File: src/rtl/fcap_pkg.sv
package fcap_pkg;
    localparam int HDR_SLOTS = 16;
    localparam int CH_SLOTS  = 128;
    localparam int ALL_SLOTS = HDR_SLOTS + CH_SLOTS;
    localparam int ADC_W     = 10;
    localparam int VAL_W     = ADC_W + 1;
    localparam int IDX_W     = 7;
    localparam int POS_W     = $clog2(ALL_SLOTS + 1);

    typedef enum logic [2:0] {
        ST_IDLE,
        ST_HEADER,
        ST_CHANNEL,
        ST_TAIL,
        ST_DRAIN
    } fcap_state_t;

    typedef struct packed {
        logic                    is_hdr;
        logic [IDX_W-1:0]        idx;
        logic signed [VAL_W-1:0] val;
    } fcap_word_t;
endpackage

File: src/rtl/fcap_conv.sv
module fcap_conv
    import fcap_pkg::*;
(
    input  logic [ADC_W-1:0]        code,
    output logic signed [VAL_W-1:0] value
);
    logic [VAL_W-1:0] mag;

    always_comb begin
        mag = {2'b00, code[ADC_W-2:0]};
        if (code[ADC_W-1]) begin
            value = $signed(VAL_W'(0) - mag);
        end else begin
            value = $signed(mag);
        end
    end
endmodule

File: src/rtl/fcap_fifo.sv
module fcap_fifo #(
    parameter int DEPTH = 16,
    parameter int W     = 19
) (
    input  logic         clk,
    input  logic         rst_n,
    input  logic         push,
    input  logic [W-1:0] din,
    input  logic         pop,
    output logic [W-1:0] dout,
    output logic         empty,
    output logic         ovf
);
    localparam int AW = $clog2(DEPTH);

    logic [W-1:0]  mem [DEPTH];
    logic [AW-1:0] wp, rp;
    logic [AW:0]   cnt;
    logic          full, push_ok, pop_ok;

    assign full    = (cnt == (AW+1)'(DEPTH));
    assign empty   = (cnt == '0);
    assign pop_ok  = pop && !empty;
    assign push_ok = push && (!full || pop_ok);
    assign dout    = mem[rp];

    always_ff @(posedge clk) begin
        if (push_ok) begin
            mem[wp] <= din;
        end
    end

    always_ff @(posedge clk) begin
        if (!rst_n) begin
            wp  <= '0;
            rp  <= '0;
            cnt <= '0;
            ovf <= 1'b0;
        end else begin
            if (push_ok) begin
                wp <= (wp == AW'(DEPTH - 1)) ? '0 : wp + 1'b1;
            end
            if (pop_ok) begin
                rp <= (rp == AW'(DEPTH - 1)) ? '0 : rp + 1'b1;
            end
            case ({push_ok, pop_ok})
                2'b10:   cnt <= cnt + 1'b1;
                2'b01:   cnt <= cnt - 1'b1;
                default: cnt <= cnt;
            endcase
            if (push && !push_ok) begin
                ovf <= 1'b1;
            end
        end
    end
endmodule

File: src/rtl/fcap_seq.sv
module fcap_seq
    import fcap_pkg::*;
(
    input  logic             clk,
    input  logic             rst_n,
    input  logic             dv,
    output logic             wr_req,
    output logic             wr_hdr,
    output logic [IDX_W-1:0] wr_idx,
    output logic             done_p,
    output logic             err_p
);
    localparam logic [POS_W-1:0] LAST_HDR = POS_W'(HDR_SLOTS - 1);
    localparam logic [POS_W-1:0] LAST_ALL = POS_W'(ALL_SLOTS - 1);

    fcap_state_t     state, nstate;
    logic [POS_W-1:0] pos, npos;
    logic            ev_done, ev_err;

    always_comb begin
        nstate  = state;
        npos    = pos;
        ev_done = 1'b0;
        ev_err  = 1'b0;
        wr_req  = 1'b0;
        unique case (state)
            ST_IDLE: begin
                npos = '0;
                if (dv) begin
                    wr_req = 1'b1;
                    npos   = POS_W'(1);
                    nstate = (HDR_SLOTS == 1) ? ST_CHANNEL : ST_HEADER;
                end
            end
            ST_HEADER: begin
                if (!dv) begin
                    ev_err = 1'b1;
                    nstate = ST_IDLE;
                    npos   = '0;
                end else begin
                    wr_req = 1'b1;
                    npos   = pos + 1'b1;
                    if (pos == LAST_HDR) nstate = ST_CHANNEL;
                end
            end
            ST_CHANNEL: begin
                if (!dv) begin
                    ev_err = 1'b1;
                    nstate = ST_IDLE;
                    npos   = '0;
                end else begin
                    wr_req = 1'b1;
                    npos   = pos + 1'b1;
                    if (pos == LAST_ALL) nstate = ST_TAIL;
                end
            end
            ST_TAIL: begin
                npos = '0;
                if (dv) begin
                    ev_err = 1'b1;
                    nstate = ST_DRAIN;
                end else begin
                    ev_done = 1'b1;
                    nstate  = ST_IDLE;
                end
            end
            ST_DRAIN: begin
                npos = '0;
                if (!dv) nstate = ST_IDLE;
            end
            default: begin
                nstate = ST_IDLE;
                npos   = '0;
            end
        endcase
    end

    assign wr_hdr = (pos < POS_W'(HDR_SLOTS));
    assign wr_idx = wr_hdr ? IDX_W'(pos) : IDX_W'(pos - POS_W'(HDR_SLOTS));

    // state register
    always_ff @(posedge clk) begin
        if (!rst_n) begin
            state <= ST_IDLE;
            pos   <= '0;
        end else begin
            state <= nstate;
            pos   <= npos;
        end
    end

    // registered outputs
    always_ff @(posedge clk) begin
        if (!rst_n) begin
            done_p <= 1'b0;
            err_p  <= 1'b0;
        end else begin
            done_p <= ev_done;
            err_p  <= ev_err;
        end
    end
endmodule

File: src/rtl/frame_capture.sv
module frame_capture
    import fcap_pkg::*;
#(
    parameter int FIFO_DEPTH = 16
) (
    input  logic                    clk,
    input  logic                    rst_n,
    input  logic [ADC_W-1:0]        adc_code,
    input  logic                    adc_dv,
    output logic                    out_valid,
    input  logic                    out_ready,
    output logic signed [VAL_W-1:0] out_sample,
    output logic                    out_is_hdr,
    output logic [IDX_W-1:0]        out_index,
    output logic                    frame_done,
    output logic                    frame_err,
    output logic                    ovf_flag
);
    localparam int WORD_W = $bits(fcap_word_t);

    logic signed [VAL_W-1:0] conv_val;
    logic                    wr_req, wr_hdr, fifo_empty;
    logic [IDX_W-1:0]        wr_idx;
    fcap_word_t              wr_word, rd_word;

    fcap_conv u_conv (
        .code  (adc_code),
        .value (conv_val)
    );

    fcap_seq u_seq (
        .clk    (clk),
        .rst_n  (rst_n),
        .dv     (adc_dv),
        .wr_req (wr_req),
        .wr_hdr (wr_hdr),
        .wr_idx (wr_idx),
        .done_p (frame_done),
        .err_p  (frame_err)
    );

    always_comb begin
        wr_word.is_hdr = wr_hdr;
        wr_word.idx    = wr_idx;
        wr_word.val    = conv_val;
    end

    fcap_fifo #(
        .DEPTH (FIFO_DEPTH),
        .W     (WORD_W)
    ) u_fifo (
        .clk   (clk),
        .rst_n (rst_n),
        .push  (wr_req),
        .din   (wr_word),
        .pop   (out_ready),
        .dout  (rd_word),
        .empty (fifo_empty),
        .ovf   (ovf_flag)
    );

    assign out_valid  = !fifo_empty;
    assign out_sample = rd_word.val;
    assign out_is_hdr = rd_word.is_hdr;
    assign out_index  = rd_word.idx;
endmodule

File: config.mk
export PLATFORM = sky130hd
export DESIGN_NAME = frame_capture
export DESIGN_NICKNAME = d
export VERILOG_FILES = /design/src/rtl/fcap_pkg.sv /design/src/rtl/fcap_conv.sv /design/src/rtl/fcap_fifo.sv /design/src/rtl/fcap_seq.sv /design/src/rtl/frame_capture.sv
export SDC_FILE = /design/constraint.sdc
export NUM_CORES = 1
export LEC_CHECK = 0
export BUFFER_PORTS_ARGS = -buffer_cell sky130_fd_sc_hd__buf_2
export CAP_MARGIN = 15
export CORE_ASPECT_RATIO = 1.75
export CORE_MARGIN = 2
export CORE_UTILIZATION = 53
export CTS_BUF_LIST = sky130_fd_sc_hd__clkbuf_4 sky130_fd_sc_hd__clkbuf_8 sky130_fd_sc_hd__clkbuf_16
export DETAILED_ROUTE_END_ITERATION = 16
export PLACE_DENSITY = 0.75
export SLEW_MARGIN = 5
export SYNTH_ARGS = -nofsm -noshare
export SYNTH_HDL_FRONTEND = slang
export SYNTH_SLANG_ARGS = --single-unit
File: constraint.sdc
create_clock -name clk -period 8.6 [get_ports clk]
set_clock_uncertainty 0.15 [all_clocks]
set_input_delay 0.86 -clock clk [delete_from_list [all_inputs] [get_ports clk]]
set_output_delay 0.86 -clock clk [all_outputs]
set_load 0.05 [all_outputs]
* Word-level counts from Yosys, hierarchy flattened
Memory sizes are Yosys's and may differ from the RTL's. A register that Yosys moved wholly into a read port is not among the register bits.
Cells that the tools add are included.
** Word-level totals
- Output and inout bits :: 23
- Memory bits (writable) :: 304
- Memories :: 1
- Bits in registers :: 27
** Memories
- u_fifo.mem :: words 16, width 19, rd ports 1, clocked after memory_dff 1, write ports 1, line fcap_fifo.sv:16 : logic [W-1:0] mem [DEPTH];
** Cells by class
- $lt $le $gt $ge :: 1
- Equal/unequal tests :: 15
- Multiplexer cells :: 24
- Reduce and logical (&&, ||, !) cells :: 14
- Add/sub/neg operators :: 7
** Operators by type and width (number)
- 2-to-1 mux 3 bit :: 7
- 2-to-1 mux 4 bit :: 4
- case mux 8 bit (2 select lines) :: 1
- case mux 3 bit (5 select lines) :: 1
- 2-to-1 mux 11 bit :: 1
- case mux 5 bit (2 select lines) :: 1
- subtractor 1 x 9 -> 10 bit (first input constant) :: 1
- adder 4 x 1 -> 4 bit (second input constant) :: 2
- adder 8 x 1 -> 8 bit (second input constant) :: 1
- equality test 4 bit (second input constant) :: 2
- equality test 8 x 4 -> 1 bit (second input constant) :: 1
- equality test 8 bit (second input constant) :: 1
- less-than comparator 8 x 5 -> 1 bit (second input constant) :: 1
- 2-to-1 mux 8 bit :: 1
- 2-to-1 mux 7 bit :: 1
- subtractor 7 x 5 -> 7 bit (second input constant) :: 1
- equality test 3 x 2 -> 1 bit (second input constant) :: 2
- 2-to-1 mux 1 bit :: 6
- inequality test 3 x 2 -> 1 bit (second input constant) :: 2
- adder 5 x 1 -> 5 bit (second input constant) :: 1
- equality test 5 bit (second input constant) :: 1
- zero test 5 bit :: 1
- subtractor 5 x 1 -> 5 bit (second input constant) :: 1
- inequality test 2 bit (second input constant) :: 2
- 14 further kinds :: 18

* Longest topological paths before layout
Gate-level depths: netlist (run 1).
- Depth after elaboration :: 7
- Mapped depth :: 13
- Gate-level depth less buffers :: 11

* Cells and area by module
From an unflattened synthesis (run 1), not the netlist that was laid out.
** Second synthesis, totals
- Cells, all modules :: 716
- Area total of the unflattened synthesis :: 13341.5 um^2
** By module, submodules not included
- fcap_fifo :: area an instance 12440.7 um^2, times used 1, cells an instance 607, sequential area each 9489.1 um^2
- fcap_seq :: area an instance 699.4 um^2, times used 1, cells an instance 82, sequential area each 260.2 um^2
- fcap_conv :: area an instance 197.7 um^2, times used 1, cells an instance 26, sequential area each 0.0 um^2
- frame_capture :: area an instance 3.8 um^2, times used 1, cells an instance 1, sequential area each 0.0 um^2

* Worst setup path before layout (run 1)
Ideal clock, no wire load.
- Path kind :: input-to-reg
- Start point :: in adc_dv
- End point :: mem u_fifo.mem[3][0] (enable)
- Stages :: 5
- Path buffers :: 1
- Data arrival time :: 2950 ps
- Slack :: 5084 ps
- Cell sequence :: buf_2 > nand2b_1 > a221oi_4 > nand2_1 > nor3_1
** On the way
- Cells in the longest elaborated chain, start to end :: 5
** Ends and longest elaborated chain
- start, declared :: line frame_capture.sv:9 : input logic adc_dv,
- 2-to-1 mux 1 bit :: line fcap_seq.sv:29, fcap_seq.sv:36, fcap_seq.sv:47
- 2-to-1 mux 1 bit
- logical AND 1 bit :: line fcap_fifo.sv:24 : assign push_ok = push && (!full || pop_ok);
- 2-to-1 mux 1 bit :: line fcap_fifo.sv:28 : if (push_ok) begin
- 2-to-1 mux 1 bit (not written as such) :: line fcap_fifo.sv:29 : mem[wp] <= din;
- end, declared :: line fcap_fifo.sv:16
Every way passes these cells.

==> results of run 1 <==
-- critical path: cells and delay by family (launching register included) --
family | cells | cell delay, ps
buf+inv | 2 | 1080
mux | 2 | 1150
flops | 1 | 630
-- final cells by class --
cell class | instances | area, um2
repair buffers | 55 | 322.8
fillers | 1595 | 9213
well taps | 304 | 380.4
clock buffers | 28 | 683.2
inverters | 14 | 52.55
clock inverters | 22 | 225.2
multi-input cells | 267 | 3274
flip-flops and latches | 319 | 9274
-- how the worst min path moves through the flow --
stage                                             to  cells after the start                        from
after floorplan           u_fifo.cnt[4]$_SDFFE_PN0P_                      2  u_fifo.cnt[4]$_SDFFE_PN0P_
after global placement    u_fifo.cnt[4]$_SDFFE_PN0P_                      2  u_fifo.cnt[4]$_SDFFE_PN0P_
final                     u_fifo.cnt[4]$_SDFFE_PN0P_                      2  u_fifo.cnt[4]$_SDFFE_PN0P_
after detailed placement  u_fifo.cnt[4]$_SDFFE_PN0P_                      2  u_fifo.cnt[4]$_SDFFE_PN0P_
after global routing      u_fifo.cnt[4]$_SDFFE_PN0P_                      2  u_fifo.cnt[4]$_SDFFE_PN0P_
after CTS                 u_fifo.cnt[4]$_SDFFE_PN0P_                      2  u_fifo.cnt[4]$_SDFFE_PN0P_
-- power by group through the flow --
| stage | Combinational [mW] | Sequential [mW] | Clock (mW) |
|---|---|---|---|
| CTS | 0.811 | 1.80 | 1.26 |
| detailed placement | 0.810 | 1.83 | 0 |
| global placement | 0.789 | 1.82 | 0 |
| global route | 0.850 | 1.80 | 1.32 |
| floorplan | 0.702 | 1.79 | 0 |
| finish | 0.799 | 1.79 | 1.25 |
-- through the flow --
step                      hold slack, ps  worst slack (ps)  cell area (um2)  instances
after floorplan                    293.2              5084            12670        631
after global placement             308.8              4637            13280        956
after detailed placement           315.1              4613            13280        956
after CTS                          324.4              4032            14190       1006
after global routing               358.9              3877            14210       1009
final                              323.7              4141            14210       1009
-- synth_stat cells, drive strengths merged, types with 4 or more instances --
cell type    n  area (um2)
edfxtp     288        8648
mux4        90        2027
nor2        34       127.6
dfxtp       31       620.6
nand2       24       92.59
buf         20       117.6
xnor2       15       131.4
ha          14       175.2
inv         13       48.80
clkbuf      11       41.29
o21ai       10       50.05
nand3        9       45.04
nand2b       7       43.79
nor3         7       35.03
a21oi        5       25.02
mux2i        5       50.05
nor2b        5       31.28
xor2         5       43.79
a21boi       4       33.78
-- metal layers --
metal | GRT usage (%) | share of wire (%) | vias up
met3 | 2.495 | 4.6 | 58
li1 | - | - | 2666
met1 | 26.24 | 38 | 3186
met4 | 7.779 | 3.2 | 0
met2 | 35.74 | 54 | 212
met5 | 0 | 0 | -
-- sequential cells by signal, summed over array words and instances (netlist names), named ones only --
| register | count |
|---|---|
| u_fifo.wp | 4 |
| u_seq.state | 3 |
| u_fifo.mem | 288 |
| u_fifo.rp | 4 |
| u_fifo.cnt | 5 |
| u_seq.pos | 8 |
| u_seq.done_p | 1 |
| u_seq.err_p | 1 |
| u_fifo.ovf | 1 |
-- cell families after synthesis --
logic type	count (synthesis)	synth area share (%)
flip-flops	319	73.16
AND/OR/NAND/NOR	100	3.842
multiplexers	95	16.39
buffers and inverters	45	1.669
AO/OA/AOI/OAI	37	2.094
XOR/XNOR	20	1.383
adder cells (fa/ha/maj)	15	1.462
-- cells in the final DEF (no fill, tap or decap), drive strengths merged, types with 2 or more instances in the layout --
master and instances:
buf 54, nand2b 7, clkinvlp 5, o21ai 10
xor2 5, a21o 2, a31oi 3, clkbuf 29
nor2 34, or3 2, a41oi 2, clkinv 12
o31ai 2, mux4 90, a21oi 5, bufinv 4
nor2b 5, xnor2 15, o22ai 2, nand3 9
a21boi 4, nor3 7, and3 3, dfxtp 31
inv 15, nand2 24, a22oi 2, edfxtp 288
ha 14, or4 3, nor4 2, mux2i 5
==> impl_metrics.ini, run 1 <==
[outcome]
status = complete, no violations

[power_and_ir_drop]
pwr-share-clk_pct = 32.5
total_power_mw = 3.838
combPwrFrac_pct = 20.8
internal_power_mw = 2.791
swShare_pct = 27.27
p_sw_mw = 1.046
power_leakage_nw = 4.493
powerDensity_mw_per_mm2 = 270.0
p_seq_share_pct = 46.7
ir_worst_vdd_mv = 0.2350

[worst_setup_path]
path_cells = buf_4, mux4_2, mux4_2, buf_2
cp_data_arrival_time_ps = 3450
cp.required_ps = 7590
max_stage_delay_ps = 840
path_class = register to primary output
start_kind = register
worstSetupEndpoint = out_sample[1]
path_common_cell = mux4_2
endpoint_kind = primary output
reg2reg_slack_ps = 5460
cp_max_fo = 51
reg2reg_from = u_fifo.cnt[1]$_SDFFE_PN0P_
r2r-end = u_fifo.cnt[2]$_SDFFE_PN0P_
cpMaxStageDelayCell = buf_4
rr_worst_depth = 10

[timing]
hold_viol_final = 0
rsz0062_at_grt = false
final.period_utilization_pct = 51.85
worst_pin_slew_ps = 1068
setup_viol = 0
setup_tns_ps = 0
period_needed_ps = 4459
drv_slew = 0
maxSlewHeadroom_pct = 28.32
fmax_ghz = 0.2243

[layout]
nets = 712
area_delta_synth_final_pct = 12.18
drive_above_1_share_pct = 30.50
finalCoreUtilization_pct = 60.67
antennaDiodeCount = 0

[synthesis]
ys.flop_type = edfxtp_1
synth_edf_count = 288
async_reset_ff_share_pct = 0
syn_area_per_cell_um2 = 20.08
synth_seq_cells = 319
syn_area_mm2 = 0.01267
synth_nets = 659
seq_area_frac_synth_pct = 73.16
ys_warn_count = 0
synth.distinct_cells = 49
syn_inst = 631

[clock_network]
root_buffer = clkbuf_16
cts_buffers = 27
clock_sinks = 319
htree_levels = 1
cts_resized = 0
cts.hold.buffers_added = 0
clk_pin_slew_ps = 70
clockBufferDepth = 3
post_cts_buffers = 0
cts_tree = yes
clkLatencyLatePin_ps = 540

[min_path]
hold_class = register to register

[detailed_routing]
dr_total_vias = 6122
drt_wl_total_mm = 25.13
antenna_left = 0
drtIter0Drc = 722
wl_per_cell_um = 24.91
dr.pass1.iters = 5
via_per_inst = 6.067
drc = 0

[placement]
dpl.hpwl_mm = 14.57
io_buffers = 36
place_congestion = 0.7625

[grt]
grt_pass1_vias = 6468
antenna_found_initial = 0
grt.overflow.total = 0
grt_pass1_wl_mm = 38.17
grt_max_degree = 73
grtUsageTotal_pct = 20.51

[die]
fp.dieW_um = 120.9
io_pins = 37
dieArea_mm2 = 0.02521
row_count = 74
coreArea_mm2 = 0.02343
start_util_pct = 54.09
die_h_um = 208.5

[run]
cap_violations = 0
Power figures use the tool's default switching activity.
==> run 2: changes to the inputs <==
clock period = 4.3 ns   (was 8.6 ns; I/O delays follow)
==> impl_metrics.ini, run 2 (synthesized netlist as in run 1, its figures left out) <==
[timing]
hold_ws_ps = 43.97
hold_viol_final = 0
period_needed_ps = 3508
setup_viol = 0
maxSlewHeadroom_pct = 23.74
final.period_utilization_pct = 81.58
setup_tns_ps = 0
rsz0062_at_grt = false
drv_slew = 0
worst_pin_slew_ps = 1136
fmax_ghz = 0.2851

[worst_setup_path]
endpoint_kind = primary output
r2r-end = u_fifo.cnt[2]$_SDFFE_PN0P_
path_class = register to primary output
cp_data_arrival_time_ps = 2930
worstSetupEndpoint = out_is_hdr
reg2reg_from = u_fifo.cnt[1]$_SDFFE_PN0P_
cp_max_fo = 26
reg2reg_slack_ps = 1250
rr_worst_depth = 10
cp.required_ps = 3720
start_kind = register

[clock_network]
cts_resized = 0
htree_levels = 1
clkLatencyLatePin_ps = 530
cts_buffers = 27
clk_pin_slew_ps = 60
cts_tree = yes
post_cts_buffers = 0
root_buffer = clkbuf_16
clock_sinks = 319
clockBufferDepth = 3
cts.hold.buffers_added = 0

[layout]
largest_reg_flops = 288
regMostFlops = u_fifo.mem
reg.largest.list = u_fifo.mem (288), u_seq.pos (8), u_fifo.cnt (5)
antennaDiodeCount = 0
area_delta_synth_final_pct = 12.77
nets = 723
final_common_cell = edfxtp_1
mostFrequentLayoutCells = edfxtp_1 (288), mux4_2 (90), buf_2 (36)
fillCellCount = 1572
drive_above_1_share_pct = 31.75

[power_and_ir_drop]
power_leakage_nw = 4.575
total_power_mw = 7.711
powerDensity_mw_per_mm2 = 539.7
ir_worst_vdd_mv = 0.3978

[detailed_routing]
via_per_inst = 6.125
drt_wl_total_mm = 26.48
dr_total_vias = 6241
wl_per_cell_um = 25.99
dr.pass1.iters = 6
drtIter0Drc = 740
antenna_left = 0
drc = 0

[die]
start_util_pct = 54.09
coreArea_mm2 = 0.02343
row_count = 74
io_pins = 37
dieArea_mm2 = 0.02521
die_h_um = 208.5
fp.dieW_um = 120.9

[run]
cap_violations = 0

[min_path]
hold_class = input pin to register

[grt]
grt.overflow.total = 0
grt_max_degree = 73
antenna_found_initial = 0
grt_pass1_vias = 6474
grt_pass1_wl_mm = 39.38
grtUsageTotal_pct = 21.37

[placement]
dpl.hpwl_mm = 15.14
io_buffers = 36
place_congestion = 0.7634

[outcome]
status = complete, no violations
[run 2: cell count changes in the layout (fill, tap and decap cells not counted), moves of 2 or more]
| cell | before | now |
|---|---|---|
| nor2_4 | 7 | 0 |
| clkinvlp_4 | 4 | 1 |
| nor2_2 | 5 | 12 |
| clkbuf_8 | 0 | 3 |
| buf_12 | 0 | 2 |
| clkbuf_4 | 2 | 4 |
| buf_4 | 18 | 28 |
[run 2: critical path, stage by stage (launching register included)]
cell	delay [ps]
dfxtp_4	700
buf_4	430
mux4_2	540
mux4_2	500
buf_2	230
[run 2: through the flow]
stage	instances	area (um2)	util, %	worst slack [ps]
after global routing	1019	14290	60.99	598.0
after global placement	967	13350	57.01	1304
after floorplan	631	12670	-	1214
final	1019	14290	60.99	791.9
after detailed placement	967	13350	57.01	1183
after CTS	1016	14260	60.86	668.0
[run 2: per-layer routing]
metal / vias to the layer above / GRT usage (%) / wire (um)
met2: 197 / 38.67 / 14780
met5: - / 0 / 0
li1: 2690 / - / -
met4: 0 / 6.135 / 634
met1: 3315 / 26.94 / 9702
met3: 39 / 2.467 / 1367
[run 2: worst min-delay path by stage]
stage,startpoint,endpoint,slack [ps],cells after the start
floorplan,u_fifo.cnt[4]$_SDFFE_PN0P_,u_fifo.cnt[4]$_SDFFE_PN0P_,290,2
global placement,u_fifo.cnt[4]$_SDFFE_PN0P_,u_fifo.cnt[4]$_SDFFE_PN0P_,310,2
detailed placement,u_fifo.cnt[4]$_SDFFE_PN0P_,u_fifo.cnt[4]$_SDFFE_PN0P_,320,2
CTS,adc_dv,u_seq.done_p$_SDFF_PN0_,30,2
global route,adc_dv,u_seq.done_p$_SDFF_PN0_,50,2
finish,adc_dv,u_seq.done_p$_SDFF_PN0_,40,2
[run 2: area by class of cell]
class | count | area (um2) | area share (%)
Timing Repair Buffer | 66 | 430.4 | 3.013
Inverter | 14 | 52.55 | 0.3678
Multi-Input combinational cell | 267 | 3247 | 22.73
Sequential cell | 319 | 9274 | 64.91
Clock inverter | 15 | 156.4 | 1.095
Clock buffer | 34 | 747.0 | 5.228
Tap cell | 304 | 380.4 | 2.662
[run 2: report_power, final]
group	total, mW	switching (mW)	internal, mW	leakage, nW
Clock	2.47	1.05	1.41	0.452
Combinational	1.64	0.905	0.735	1.25
Sequential	3.60	0.132	3.47	2.88
Total	7.71	2.09	5.62	4.58
